==> src/rtl/scanseq_pkg.sv <==
package scanseq_pkg;
  localparam int CH_W      = 3;
  localparam int NCH       = 1 << CH_W;
  localparam int REG_AW    = 3;
  localparam int REG_DW    = 8;
  localparam int NREG      = 1 << REG_AW;
  localparam int FRAME_LEN = 1 + REG_AW + REG_DW;
  localparam int N_DIFF    = 3;
  localparam int N_PSEUDO  = 5;
  localparam int CAL_OFS_CH  = 6;
  localparam int CAL_GAIN_CH = 7;

  localparam logic [REG_AW-1:0] ADDR_MODE = REG_AW'(0);
  localparam logic [REG_AW-1:0] ADDR_CMD  = REG_AW'(1);
  localparam logic [REG_AW-1:0] ADDR_MASK = REG_AW'(2);

  typedef enum logic {SEQ_IDLE = 1'b0, SEQ_CONV = 1'b1} seq_state_t;

  // Set of channel codes that exist in the chosen input arrangement
  function automatic logic [NCH-1:0] legal_channels(input logic pseudo);
    logic [NCH-1:0] v;
    int n;
    n = pseudo ? N_PSEUDO : N_DIFF;
    for (int i = 0; i < NCH; i++)
      v[i] = (i < n) || (i == CAL_OFS_CH) || (i == CAL_GAIN_CH);
    return v;
  endfunction

  // First set bit of m strictly after cur, wrapping; cur itself last
  function automatic logic [CH_W-1:0] next_channel(input logic [CH_W-1:0] cur,
                                                   input logic [NCH-1:0] m);
    logic [CH_W-1:0] r;
    logic found;
    r = cur;
    found = 1'b0;
    for (int i = 1; i <= NCH; i++) begin
      logic [CH_W-1:0] c;
      c = cur + CH_W'(i);
      if (!found && m[c]) begin
        r = c;
        found = 1'b1;
      end
    end
    return r;
  endfunction
endpackage

==> src/rtl/scanseq_serial_port.sv <==
module scanseq_serial_port #(
  parameter int AW    = 3,
  parameter int DW    = 8,
  parameter int SYNC  = 2
) (
  input  logic          clk,
  input  logic          rst_n,
  input  logic          sclk,
  input  logic          cs_n,
  input  logic          sdi,
  output logic          sdo,
  output logic [AW-1:0] rd_addr,
  input  logic [DW-1:0] rd_data,
  output logic          wr_en,
  output logic [AW-1:0] wr_addr,
  output logic [DW-1:0] wr_data
);
  localparam int FRAME = 1 + AW + DW;
  localparam int CNT_W = $clog2(FRAME + 1);
  localparam logic [CNT_W-1:0] CNT_ADDR_LAST = CNT_W'(AW);
  localparam logic [CNT_W-1:0] CNT_FIRST_SH  = CNT_W'(AW + 1);
  localparam logic [CNT_W-1:0] CNT_LAST      = CNT_W'(FRAME - 1);
  localparam logic [CNT_W-1:0] CNT_FULL      = CNT_W'(FRAME);

  logic [SYNC-1:0] sclk_q, cs_q, sdi_q;
  logic            sclk_prev;
  logic            sclk_s, cs_s, sdi_s;
  logic            rise, fall;
  logic [CNT_W-1:0] cnt;
  logic [FRAME-2:0] rx;
  logic [DW-1:0]    tx;
  logic             reading;

  always_ff @(posedge clk or negedge rst_n) begin
    if (!rst_n) begin
      sclk_q    <= '0;
      cs_q      <= '1;
      sdi_q     <= '0;
      sclk_prev <= 1'b0;
    end else begin
      sclk_q    <= {sclk_q[SYNC-2:0], sclk};
      cs_q      <= {cs_q[SYNC-2:0], cs_n};
      sdi_q     <= {sdi_q[SYNC-2:0], sdi};
      sclk_prev <= sclk_s;
    end
  end

  assign sclk_s = sclk_q[SYNC-1];
  assign cs_s   = cs_q[SYNC-1];
  assign sdi_s  = sdi_q[SYNC-1];
  assign rise   = sclk_s & ~sclk_prev & ~cs_s;
  assign fall   = ~sclk_s & sclk_prev & ~cs_s;

  // address is complete on the rise that brings in its last bit
  assign rd_addr = {rx[AW-2:0], sdi_s};

  always_ff @(posedge clk or negedge rst_n) begin
    if (!rst_n) begin
      cnt     <= '0;
      rx      <= '0;
      tx      <= '0;
      reading <= 1'b0;
    end else if (cs_s) begin
      cnt     <= '0;
      reading <= 1'b0;
      tx      <= '0;
    end else begin
      if (rise && cnt < CNT_FULL) begin
        rx  <= {rx[FRAME-3:0], sdi_s};
        cnt <= cnt + 1'b1;
        if (cnt == CNT_ADDR_LAST) begin
          reading <= rx[AW-1];
          tx      <= rd_data;
        end
      end
      if (fall && cnt > CNT_FIRST_SH && cnt < CNT_FULL)
        tx <= {tx[DW-2:0], 1'b0};
    end
  end

  always_ff @(posedge clk or negedge rst_n) begin
    if (!rst_n) begin
      wr_en   <= 1'b0;
      wr_addr <= '0;
      wr_data <= '0;
    end else begin
      wr_en <= rise && (cnt == CNT_LAST) && !rx[FRAME-2];
      if (rise && cnt == CNT_LAST) begin
        wr_addr <= rx[FRAME-3 -: AW];
        wr_data <= {rx[DW-2:0], sdi_s};
      end
    end
  end

  assign sdo = reading & ~cs_s & tx[DW-1];
endmodule

==> src/rtl/scanseq_regs.sv <==
module scanseq_regs
  import scanseq_pkg::*;
#(
  parameter int AW = REG_AW,
  parameter int DW = REG_DW
) (
  input  logic           clk,
  input  logic           rst_n,
  input  logic           wr_en,
  input  logic [AW-1:0]  wr_addr,
  input  logic [DW-1:0]  wr_data,
  input  logic [AW-1:0]  rd_addr,
  output logic [DW-1:0]  rd_data,
  output logic           scan_en,
  output logic           pseudo,
  output logic [NCH-1:0] chan_mask,
  output logic           cmd_fire,
  output logic [CH_W-1:0] cmd_chan
);
  localparam int NR = 1 << AW;

  logic [DW-1:0] regs [NR];

  always_ff @(posedge clk or negedge rst_n) begin
    if (!rst_n) begin
      for (int i = 0; i < NR; i++) regs[i] <= '0;
    end else if (wr_en) begin
      regs[wr_addr] <= wr_data;
    end
  end

  assign rd_data   = regs[rd_addr];
  assign scan_en   = regs[ADDR_MODE][0];
  assign pseudo    = regs[ADDR_MODE][1];
  assign chan_mask = regs[ADDR_MASK][NCH-1:0];
  assign cmd_fire  = wr_en && (wr_addr == ADDR_CMD);
  assign cmd_chan  = wr_data[CH_W-1:0];
endmodule

==> src/rtl/scanseq_ctrl.sv <==
module scanseq_ctrl
  import scanseq_pkg::*;
#(
  parameter int DW = 16
) (
  input  logic            clk,
  input  logic            rst_n,
  input  logic            scan_en,
  input  logic            pseudo,
  input  logic [NCH-1:0]  chan_mask,
  input  logic            cmd_fire,
  input  logic [CH_W-1:0] cmd_chan,
  input  logic            conv_done,
  input  logic [DW-1:0]   conv_data,
  output logic [CH_W-1:0] mux_sel,
  output logic            start_conv,
  output logic            res_valid,
  output logic [DW-1:0]   res_data,
  output logic [CH_W-1:0] res_tag,
  output logic            busy,
  output logic            cmd_accept,
  output logic            scan_step
);
  seq_state_t      state;
  logic [CH_W-1:0] chan;
  logic [NCH-1:0]  legal, eff_mask;
  logic            any_enabled, scan_begin;

  assign legal       = legal_channels(pseudo);
  assign eff_mask    = chan_mask & legal;
  assign any_enabled = |eff_mask;
  assign busy        = (state == SEQ_CONV);
  assign cmd_accept  = !busy && !scan_en && cmd_fire && legal[cmd_chan];
  assign scan_begin  = !busy && scan_en && any_enabled;
  assign scan_step   = busy && conv_done && scan_en && any_enabled;
  assign mux_sel     = chan;

  always_ff @(posedge clk or negedge rst_n) begin
    if (!rst_n) begin
      state      <= SEQ_IDLE;
      chan       <= '0;
      start_conv <= 1'b0;
      res_valid  <= 1'b0;
      res_data   <= '0;
      res_tag    <= '0;
    end else begin
      start_conv <= 1'b0;
      res_valid  <= 1'b0;
      case (state)
        SEQ_IDLE: begin
          if (scan_begin) begin
            chan       <= next_channel(CH_W'(NCH - 1), eff_mask);
            start_conv <= 1'b1;
            state      <= SEQ_CONV;
          end else if (cmd_accept) begin
            chan       <= cmd_chan;
            start_conv <= 1'b1;
            state      <= SEQ_CONV;
          end
        end
        SEQ_CONV: begin
          if (conv_done) begin
            res_valid <= 1'b1;
            res_data  <= conv_data;
            res_tag   <= chan;
            if (scan_step) begin
              chan       <= next_channel(chan, eff_mask);
              start_conv <= 1'b1;
            end else begin
              state <= SEQ_IDLE;
            end
          end
        end
        default: state <= SEQ_IDLE;
      endcase
    end
  end
endmodule

==> src/rtl/scan_sequencer.sv <==
module scan_sequencer
  import scanseq_pkg::*;
#(
  parameter int DATA_W      = 16,
  parameter int SYNC_STAGES = 2
) (
  input  logic              clk,
  input  logic              rst_n,
  input  logic              spi_sclk,
  input  logic              spi_cs_n,
  input  logic              spi_sdi,
  output logic              spi_sdo,
  output logic [CH_W-1:0]   mux_sel,
  output logic              start_conv,
  input  logic              conv_done,
  input  logic [DATA_W-1:0] conv_data,
  output logic              res_valid,
  output logic [DATA_W-1:0] res_data,
  output logic [CH_W-1:0]   res_tag
);
  logic [REG_AW-1:0] rd_addr, wr_addr;
  logic [REG_DW-1:0] rd_data, wr_data;
  logic              wr_en;
  logic              scan_en, pseudo, cmd_fire;
  logic [NCH-1:0]    chan_mask;
  logic [CH_W-1:0]   cmd_chan;
  logic              busy, cmd_accept, scan_step;

  scanseq_serial_port #(.AW(REG_AW), .DW(REG_DW), .SYNC(SYNC_STAGES)) u_port (
    .clk(clk), .rst_n(rst_n),
    .sclk(spi_sclk), .cs_n(spi_cs_n), .sdi(spi_sdi), .sdo(spi_sdo),
    .rd_addr(rd_addr), .rd_data(rd_data),
    .wr_en(wr_en), .wr_addr(wr_addr), .wr_data(wr_data)
  );

  scanseq_regs #(.AW(REG_AW), .DW(REG_DW)) u_regs (
    .clk(clk), .rst_n(rst_n),
    .wr_en(wr_en), .wr_addr(wr_addr), .wr_data(wr_data),
    .rd_addr(rd_addr), .rd_data(rd_data),
    .scan_en(scan_en), .pseudo(pseudo), .chan_mask(chan_mask),
    .cmd_fire(cmd_fire), .cmd_chan(cmd_chan)
  );

  scanseq_ctrl #(.DW(DATA_W)) u_ctrl (
    .clk(clk), .rst_n(rst_n),
    .scan_en(scan_en), .pseudo(pseudo), .chan_mask(chan_mask),
    .cmd_fire(cmd_fire), .cmd_chan(cmd_chan),
    .conv_done(conv_done), .conv_data(conv_data),
    .mux_sel(mux_sel), .start_conv(start_conv),
    .res_valid(res_valid), .res_data(res_data), .res_tag(res_tag),
    .busy(busy), .cmd_accept(cmd_accept), .scan_step(scan_step)
  );
endmodule

==> config.mk <==
export PLATFORM = sky130hd
export DESIGN_NAME = scan_sequencer
export DESIGN_NICKNAME = d
export VERILOG_FILES = /design/src/rtl/scanseq_pkg.sv /design/src/rtl/scanseq_serial_port.sv /design/src/rtl/scanseq_regs.sv /design/src/rtl/scanseq_ctrl.sv /design/src/rtl/scan_sequencer.sv
export SDC_FILE = /design/constraint.sdc
export NUM_CORES = 1
export LEC_CHECK = 0
export ABC_AREA = 1
export BUFFER_PORTS_ARGS = -buffer_cell sky130_fd_sc_hd__buf_2
export CAP_MARGIN = 0
export CORE_MARGIN = 2
export CORE_UTILIZATION = 50
export DETAILED_ROUTE_END_ITERATION = 8
export HOLD_SLACK_MARGIN = 0.1
export PLACE_DENSITY = 0.68
export SLEW_MARGIN = 40
export SYNTH_ARGS = -nofsm -noshare
export SYNTH_HDL_FRONTEND = slang
export SYNTH_SLANG_ARGS = --single-unit
==> constraint.sdc <==
create_clock -name clk -period 3.3 [get_ports clk]
set_clock_uncertainty 0.15 [all_clocks]
set_input_delay 0.495 -clock clk [delete_from_list [all_inputs] [get_ports clk]]
set_output_delay 0.495 -clock clk [all_outputs]
set_load 0.02 [all_outputs]
After elaboration in Yosys (flattened, before gate mapping)
Index checks and enable logic that the tools add are counted.
{"block": "classes", "n_addsub": 8, "reduce_logical": 56, "bitwise": 13, "eq_ne": 8, "n_lt_le_gt_ge": 20, "muxes": 113}
{"cell": "1-bit 2-to-1 mux", "n": 68}
{"cell": "64-bit bitwise mux", "n": 1}
{"cell": "3-bit by 32-bit less-than comparator with 1-bit output, first input constant", "n": 2}
{"cell": "4-bit by 32-bit less-than comparator with 1-bit output, first input constant", "n": 2}
{"cell": "3-bit 2-to-1 mux", "n": 21}
{"cell": "8-bit 2-to-1 mux", "n": 7}
{"cell": "3-bit by 4-bit less-than comparator with 1-bit output, second input constant", "n": 9}
{"cell": "1-bit by 32-bit less-than comparator with 1-bit output, first input constant", "n": 1}
{"cell": "2-bit by 32-bit less-than comparator with 1-bit output, first input constant", "n": 1}
{"cell": "1-bit logical AND", "n": 29}
{"cell": "1-bit binary-select mux with 3-bit select", "n": 9}
{"cell": "8-bit binary-select mux with 3-bit select", "n": 1}
{"cell": "8-bit demux with 3-bit select", "n": 1}
{"cell": "1-bit logical NOT", "n": 17}
{"cell": "3-bit adder, second input constant", "n": 4}
{"cell": "8-bit bitwise AND", "n": 1}
{"cell": "4-bit >= comparator, second input constant", "n": 2}
{"cell": "4-bit 2-to-1 mux", "n": 2}
{"cell": "8-bit != test, second input constant", "n": 1}
{"cell": "3-bit NOT with 4-bit output", "n": 2}
{"cell": "2-bit AND reduction", "n": 4}
{"cell": "8-bit OR reduction", "n": 1}
{"cell": "3-bit by 2-bit adder with 3-bit output, second input constant", "n": 2}
{"cell": "1-bit bitwise AND", "n": 6}
{"cell": "16 further kinds", "n": 24}
{"block": "word_totals", "ff_bits": 132, "output_inout_bits": 25, "elab_cells": 243, "input_bits": 22}

Logic depth before layout (Yosys ltp)
{"block": "depth", "word_depth": 51, "mapped_depth": 23, "depth_no_buf": 21}

Cells and area by module
Synthesis repeated with hierarchy kept, for this count alone.
{"block": "hier_totals", "cells_unflattened": 927, "area_unflattened_um2": 6955.4}
{"mod": "scanseq_regs", "seq_area_each_um2": 1601.5, "cells_each": 451, "instances": 1, "area_per_inst_um2": 3290.7}
{"mod": "scanseq_ctrl", "seq_area_each_um2": 625.6, "cells_each": 281, "instances": 1, "area_per_inst_um2": 1845.5}
{"mod": "scanseq_serial_port", "seq_area_each_um2": 1078.5, "cells_each": 195, "instances": 1, "area_per_inst_um2": 1819.2}

Least setup slack after synthesis
No wires, ideal clock.
{"block": "synth_timing", "path_type": "reg2reg", "start": "reg u_ctrl.chan[0] (netlist: u_ctrl.mux_sel[0])", "end": "reg u_ctrl.chan[1] (netlist: u_ctrl.mux_sel[1])", "period_less_slack_ns": 2.637, "path_slack_ns": 0.663, "path_buffers": 2, "required_ns": 3.029, "path_stages_with_launch": 21, "setup_ns": 0.121, "arrival_time_ns": 2.366, "cell_sequence": "dfrtp_1 buf_6 inv_4 buf_12 ha_1 inv_2 nand4_1 nand3_2 nand2_4 nand2_2 nor2_4 nand2_2 inv_2 nand2_2 nor2_4 nand3_2 nand2_2 inv_2 o21ai_2 nand2_1 a21boi_1"}
{"block": "synth_between", "elab_chain_cells": 47, "elab_cells_between_ends": 79, "classes_between": "add/sub: 7; eq/ne: 2; mux: 55; reduce/logical: 15"}
{"element": "from (decl)", "line_no": "scanseq_ctrl.sv:25", "rtl": "logic [CH_W-1:0] chan;"}
{"element": "from (signal assigned)", "line_no": "scanseq_ctrl.sv:52", "rtl": "chan <= next_channel(CH_W'(NCH - 1), eff_mask);"}
{"element": "from (signal assigned)", "line_no": "scanseq_ctrl.sv:56", "rtl": "chan <= cmd_chan;"}
{"element": "from (signal assigned)", "line_no": "scanseq_ctrl.sv:67", "rtl": "chan <= next_channel(chan, eff_mask);"}
{"element": "3-bit by 1-bit adder with 3-bit output", "line_no": "scanseq_pkg.sv:38", "rtl": "c = cur + CH_W'(i);"}
{"element": "1-bit binary-select mux with 3-bit select", "line_no": "scanseq_pkg.sv:39", "rtl": "if (!found && m[c]) begin"}
{"element": "1-bit 2-to-1 mux (implied by the code)", "line_no": "scanseq_pkg.sv:39"}
{"element": "1-bit 2-to-1 mux", "line_no": "scanseq_pkg.sv:39"}
{"element": "1-bit 2-to-1 mux", "line_no": "scanseq_ctrl.sv:66", "rtl": "if (scan_step) begin"}
{"element": "1-bit 2-to-1 mux", "line_no": "scanseq_ctrl.sv:62", "rtl": "if (conv_done) begin"}
{"element": "1-bit 2-to-1 mux", "line_no": "scanseq_ctrl.sv:49", "rtl": "case (state)"}
{"element": "1-bit logical NOT", "line_no": "scanseq_pkg.sv:39"}
{"element": "(+31 left out)"}
{"element": "1-bit 2-to-1 mux", "line_no": "scanseq_pkg.sv:39"}
{"element": "1-bit 2-to-1 mux", "line_no": "scanseq_ctrl.sv:66"}
{"element": "1-bit 2-to-1 mux", "line_no": "scanseq_ctrl.sv:62"}
{"element": "1-bit 2-to-1 mux", "line_no": "scanseq_ctrl.sv:49"}
{"element": "1-bit logical NOT", "line_no": "scanseq_pkg.sv:39"}
{"element": "1-bit logical AND", "line_no": "scanseq_pkg.sv:39"}
{"element": "2-bit != test (no line)"}
{"element": "5-bit AND reduction (no line)"}
Several ways; a longest one is shown, not always the timed one. The select of a mux whose other input is x is not followed.
A chain may end at the register's enable or synchronous reset.

Final worst setup path
Same ends and word-level chain as after synthesis.

==> results.ini <==
[yosys]
synthXorXnorAreaFrac = 0.006592
yosys.area.top_type_share = 0.5194
synth_compound_area_frac = 0.1736
synth_cell_types = 42
synth.area.mux_share = 0
yosys.area.top_type = dfrtp_1
synth-async-reset-ratio = 1.000
yosys.area_share.simple = 0.2211
yosysSeqAreaShare = 0.5278
ys_ff_latch = 132
syn_inst = 758
avgSynthCellArea_sq_um = 8.263
synth_fa_ha_area_frac = 0.007990
synth_edf_count = 0
synth_top_family_by_area = simple AND/OR/NAND/NOR gates
yosysWarnings = 0
syn_nets = 784
synth_top_cells_by_area = dfrtp_1 (52%), nand2_1 (14%), o21ai_0 (8.9%)
synth_area_sq_um = 6264
synth-main-ff-cell = dfrtp_1

[cts]
cts_root_buf = clkbuf_16
clock_path_buffers = 2
cts_max_level = 4
clkSinkCount = 132
cts.repair.resized = 0
cts_buffers = 17
cts_tree = done
clock_latency_ns = 0.42
path_clk_slew_ns = 0.05

[pwr]
p_leak_nw = 3.397
switchingPower_mw = 1.985
p_total_mw = 5.372
ir_drop_v = 0.0004098
p_per_area_nw_per_um2 = 744.2
intPower_mw = 3.387
pwr-share-seq = 0.354
p_comb_frac = 0.329
p_clk_frac = 0.318
swShare = 0.3696

[place]
postPlaceCellArea_sq_um = 6635
dp_hpwl_um = 10180
place_ws_ns = 0.4879
gp_congestion = 0.8870
io_buffer_count = 46

[detailed_routing]
wl_um = 14890
drc = 0
vias = 5309
viasPerCell = 5.395
ant_nets = 0
first_iter_violations = 427
firstDrtPassIters = 5
wl_per_cell_um = 15.13

[final_layout]
drive_above_1_share = 0.1544
antenna_cells = 0
fillers = 1119
fin_area_sq_um = 7218
area_growth_pct = 15.24
nets = 829

[worst_setup_path]
r2r.worst_path.cells = 18
cp.arrival_ns = 2.98
critPathKind = flip-flop to flip-flop
end_kind = flip-flop
cp-start-kind = flip-flop
path_max_fanout = 12
cp.required_ns = 3.45

[timing]
rsz0062_at_grt = no
hold_violations = 0
fin_crit_sh = 0.8588
finalSetupTns_ns = 0
fmax_ghz = 0.3529
worst_pin_slew_ns = 0.6818
drv_slew = 0
setup_slack_ns = 0.4661
setup_viol = 0
min_period_ns = 2.834
timing.slew.headroom = 0.5454

[hold_path]
hp-class = input port to flip-flop
hold_depth = 3

[global_routing]
grt_max_degree = 54
grt_overflow = 0
grt_pass1_wl_um = 24890
grt_pass1_vias = 5160
grt_antenna_before_repair = 0
grt_use_total = 0.2393

[floorplan]
core_area_sq_um = 12110
die_area_sq_um = 13440
ioPinCount = 47
die_x_um = 115.9
start_util = 0.5171
dieHeight_um = 115.9
rows = 40

[run_status]
status = finished clean

[job]
maxCapViolations = 0

[cell usage after synthesis, types with 2 or more instances]
master    count
a32o_1        7
nand2_2      12
nor2_1       31
dfstp_2       2
nand4_1       6
dfrtp_1     130
o31ai_1       7
o21ai_2       2
a31oi_1       3
nand2_1     237
o21ai_0     112
buf_2         3
nor3_1        3
nor2_4        2
clkbuf_1     28
nor4_1        3
ha_1          4
a21oi_1      51
inv_2         9
clkinv_1      3
nand3_2       7
a22oi_1       7
inv_1        49
nand2_4       2
nand3_1      21
[layout by cell type, fill, tap and decap left out, drive strengths merged, types with 4 or more instances in the layout]
| master | instances |
|---|---|
| nor2 | 34 |
| buf | 56 |
| clkbuf | 24 |
| dfrtp | 130 |
| a32o | 7 |
| nand3 | 28 |
| a21oi | 52 |
| clkinv | 8 |
| nand4 | 6 |
| ha | 4 |
| nand2 | 251 |
| o31ai | 7 |
| inv | 59 |
| a22oi | 7 |
| o21ai | 115 |
| dlygate4sd3 | 4 |
[flip-flops by register name, indices dropped and copies added (netlist names), 2 cells and up]
register,cells
u_port.cnt,4
u_port.rx,11
u_port.sclk_q,2
u_ctrl.res_data,16
u_port.cs_q,2
u_port.sdi_q,2
u_regs.chan_mask,8
u_port.wr_data,8
u_ctrl.mux_sel,3
u_port.wr_addr,3
u_ctrl.res_tag,3
u_port.tx,8
u_regs.regs,54
[through the flow]
step                      hold WS [ns]  instances    util
after global routing            0.1279        984  0.5960
after global placement          0.1825        948  0.5478
after CTS                       0.1069        984  0.5960
after detailed placement        0.1858        948  0.5478
final                           0.1274        984  0.5960
after floorplan                0.04941        758       -
[critical path, stage by stage, from the launching register on]
cell and delay (ns):
dfrtp_1 0.56, inv_4 0.15, ha_1 0.44, inv_2 0.10, nand4_1 0.11, nand3_2 0.11
nand2_4 0.11, nand2_2 0.07, nor2_4 0.11, nand2_2 0.08, inv_2 0.08, nand2_2 0.06
nor2_4 0.12, nand3_2 0.09, nand2_2 0.09, inv_2 0.04, o21ai_2 0.05, nand2_1 0.07
a21boi_1 0.13
[final timing paths]
| path | from | end | slack (ns) |
|---|---|---|---|
| worst max-delay path | u_ctrl.mux_sel[0] | u_ctrl.mux_sel[1] | 0.47 |
| min in group asynchronous | rst_n | u_port.sdi_q[1] | 0.51 |
| worst max register to register | u_ctrl.mux_sel[0] | u_ctrl.mux_sel[1] | 0.47 |
| worst min-delay path | conv_data[5] | u_ctrl.res_data[5] | 0.13 |
| max in group asynchronous | rst_n | u_port.rx[1] | 1.59 |
| worst min register to register | u_port.sclk_q[0] | u_port.sclk_q[1] | 0.19 |
[final cells by class]
type                       instances  area [sq um]  area share
sequential                       132          3306      0.4580
inverter                          62         235.2     0.03259
clock buffer                      24         491.7     0.06812
multi-input combinational        530          2564      0.3552
timing repair buffer              60         360.3     0.04992
clock inverter                     8         51.30    0.007107
tap                              168         210.2     0.02912
[logic make-up after synthesis]
logic type | Yosys count
DFF | 132
buffers and inverters | 96
and+or+nand+nor | 326
AOI/OAI and AO/OA | 197
adders and majority gates | 4
xor gates and xnor gates | 3
[layer usage]
layer	part of all wire	vias to the layer above	GRT usage
li1	-	2590	-
met1	0.43	2537	0.2948
met2	0.50	142	0.4023
met3	0.042	40	0.05126
met4	0.030	0	0.1151
met5	0	-	0
[power groups by stage]
stage	logic (mW)	clock network, mW	registers [mW]
floorplan	1.28	0	2.00
global placement	1.71	0	1.92
detailed placement	1.76	0	1.93
CTS	1.77	1.74	1.90
global route	2.01	1.80	1.92
finish	1.77	1.71	1.90
[timing repair]
action,CTS,global route
hold buffers,4,0
hold endpoints to repair,52,0
setup buffers,0,0
Power figures use the tool's default switching activity.
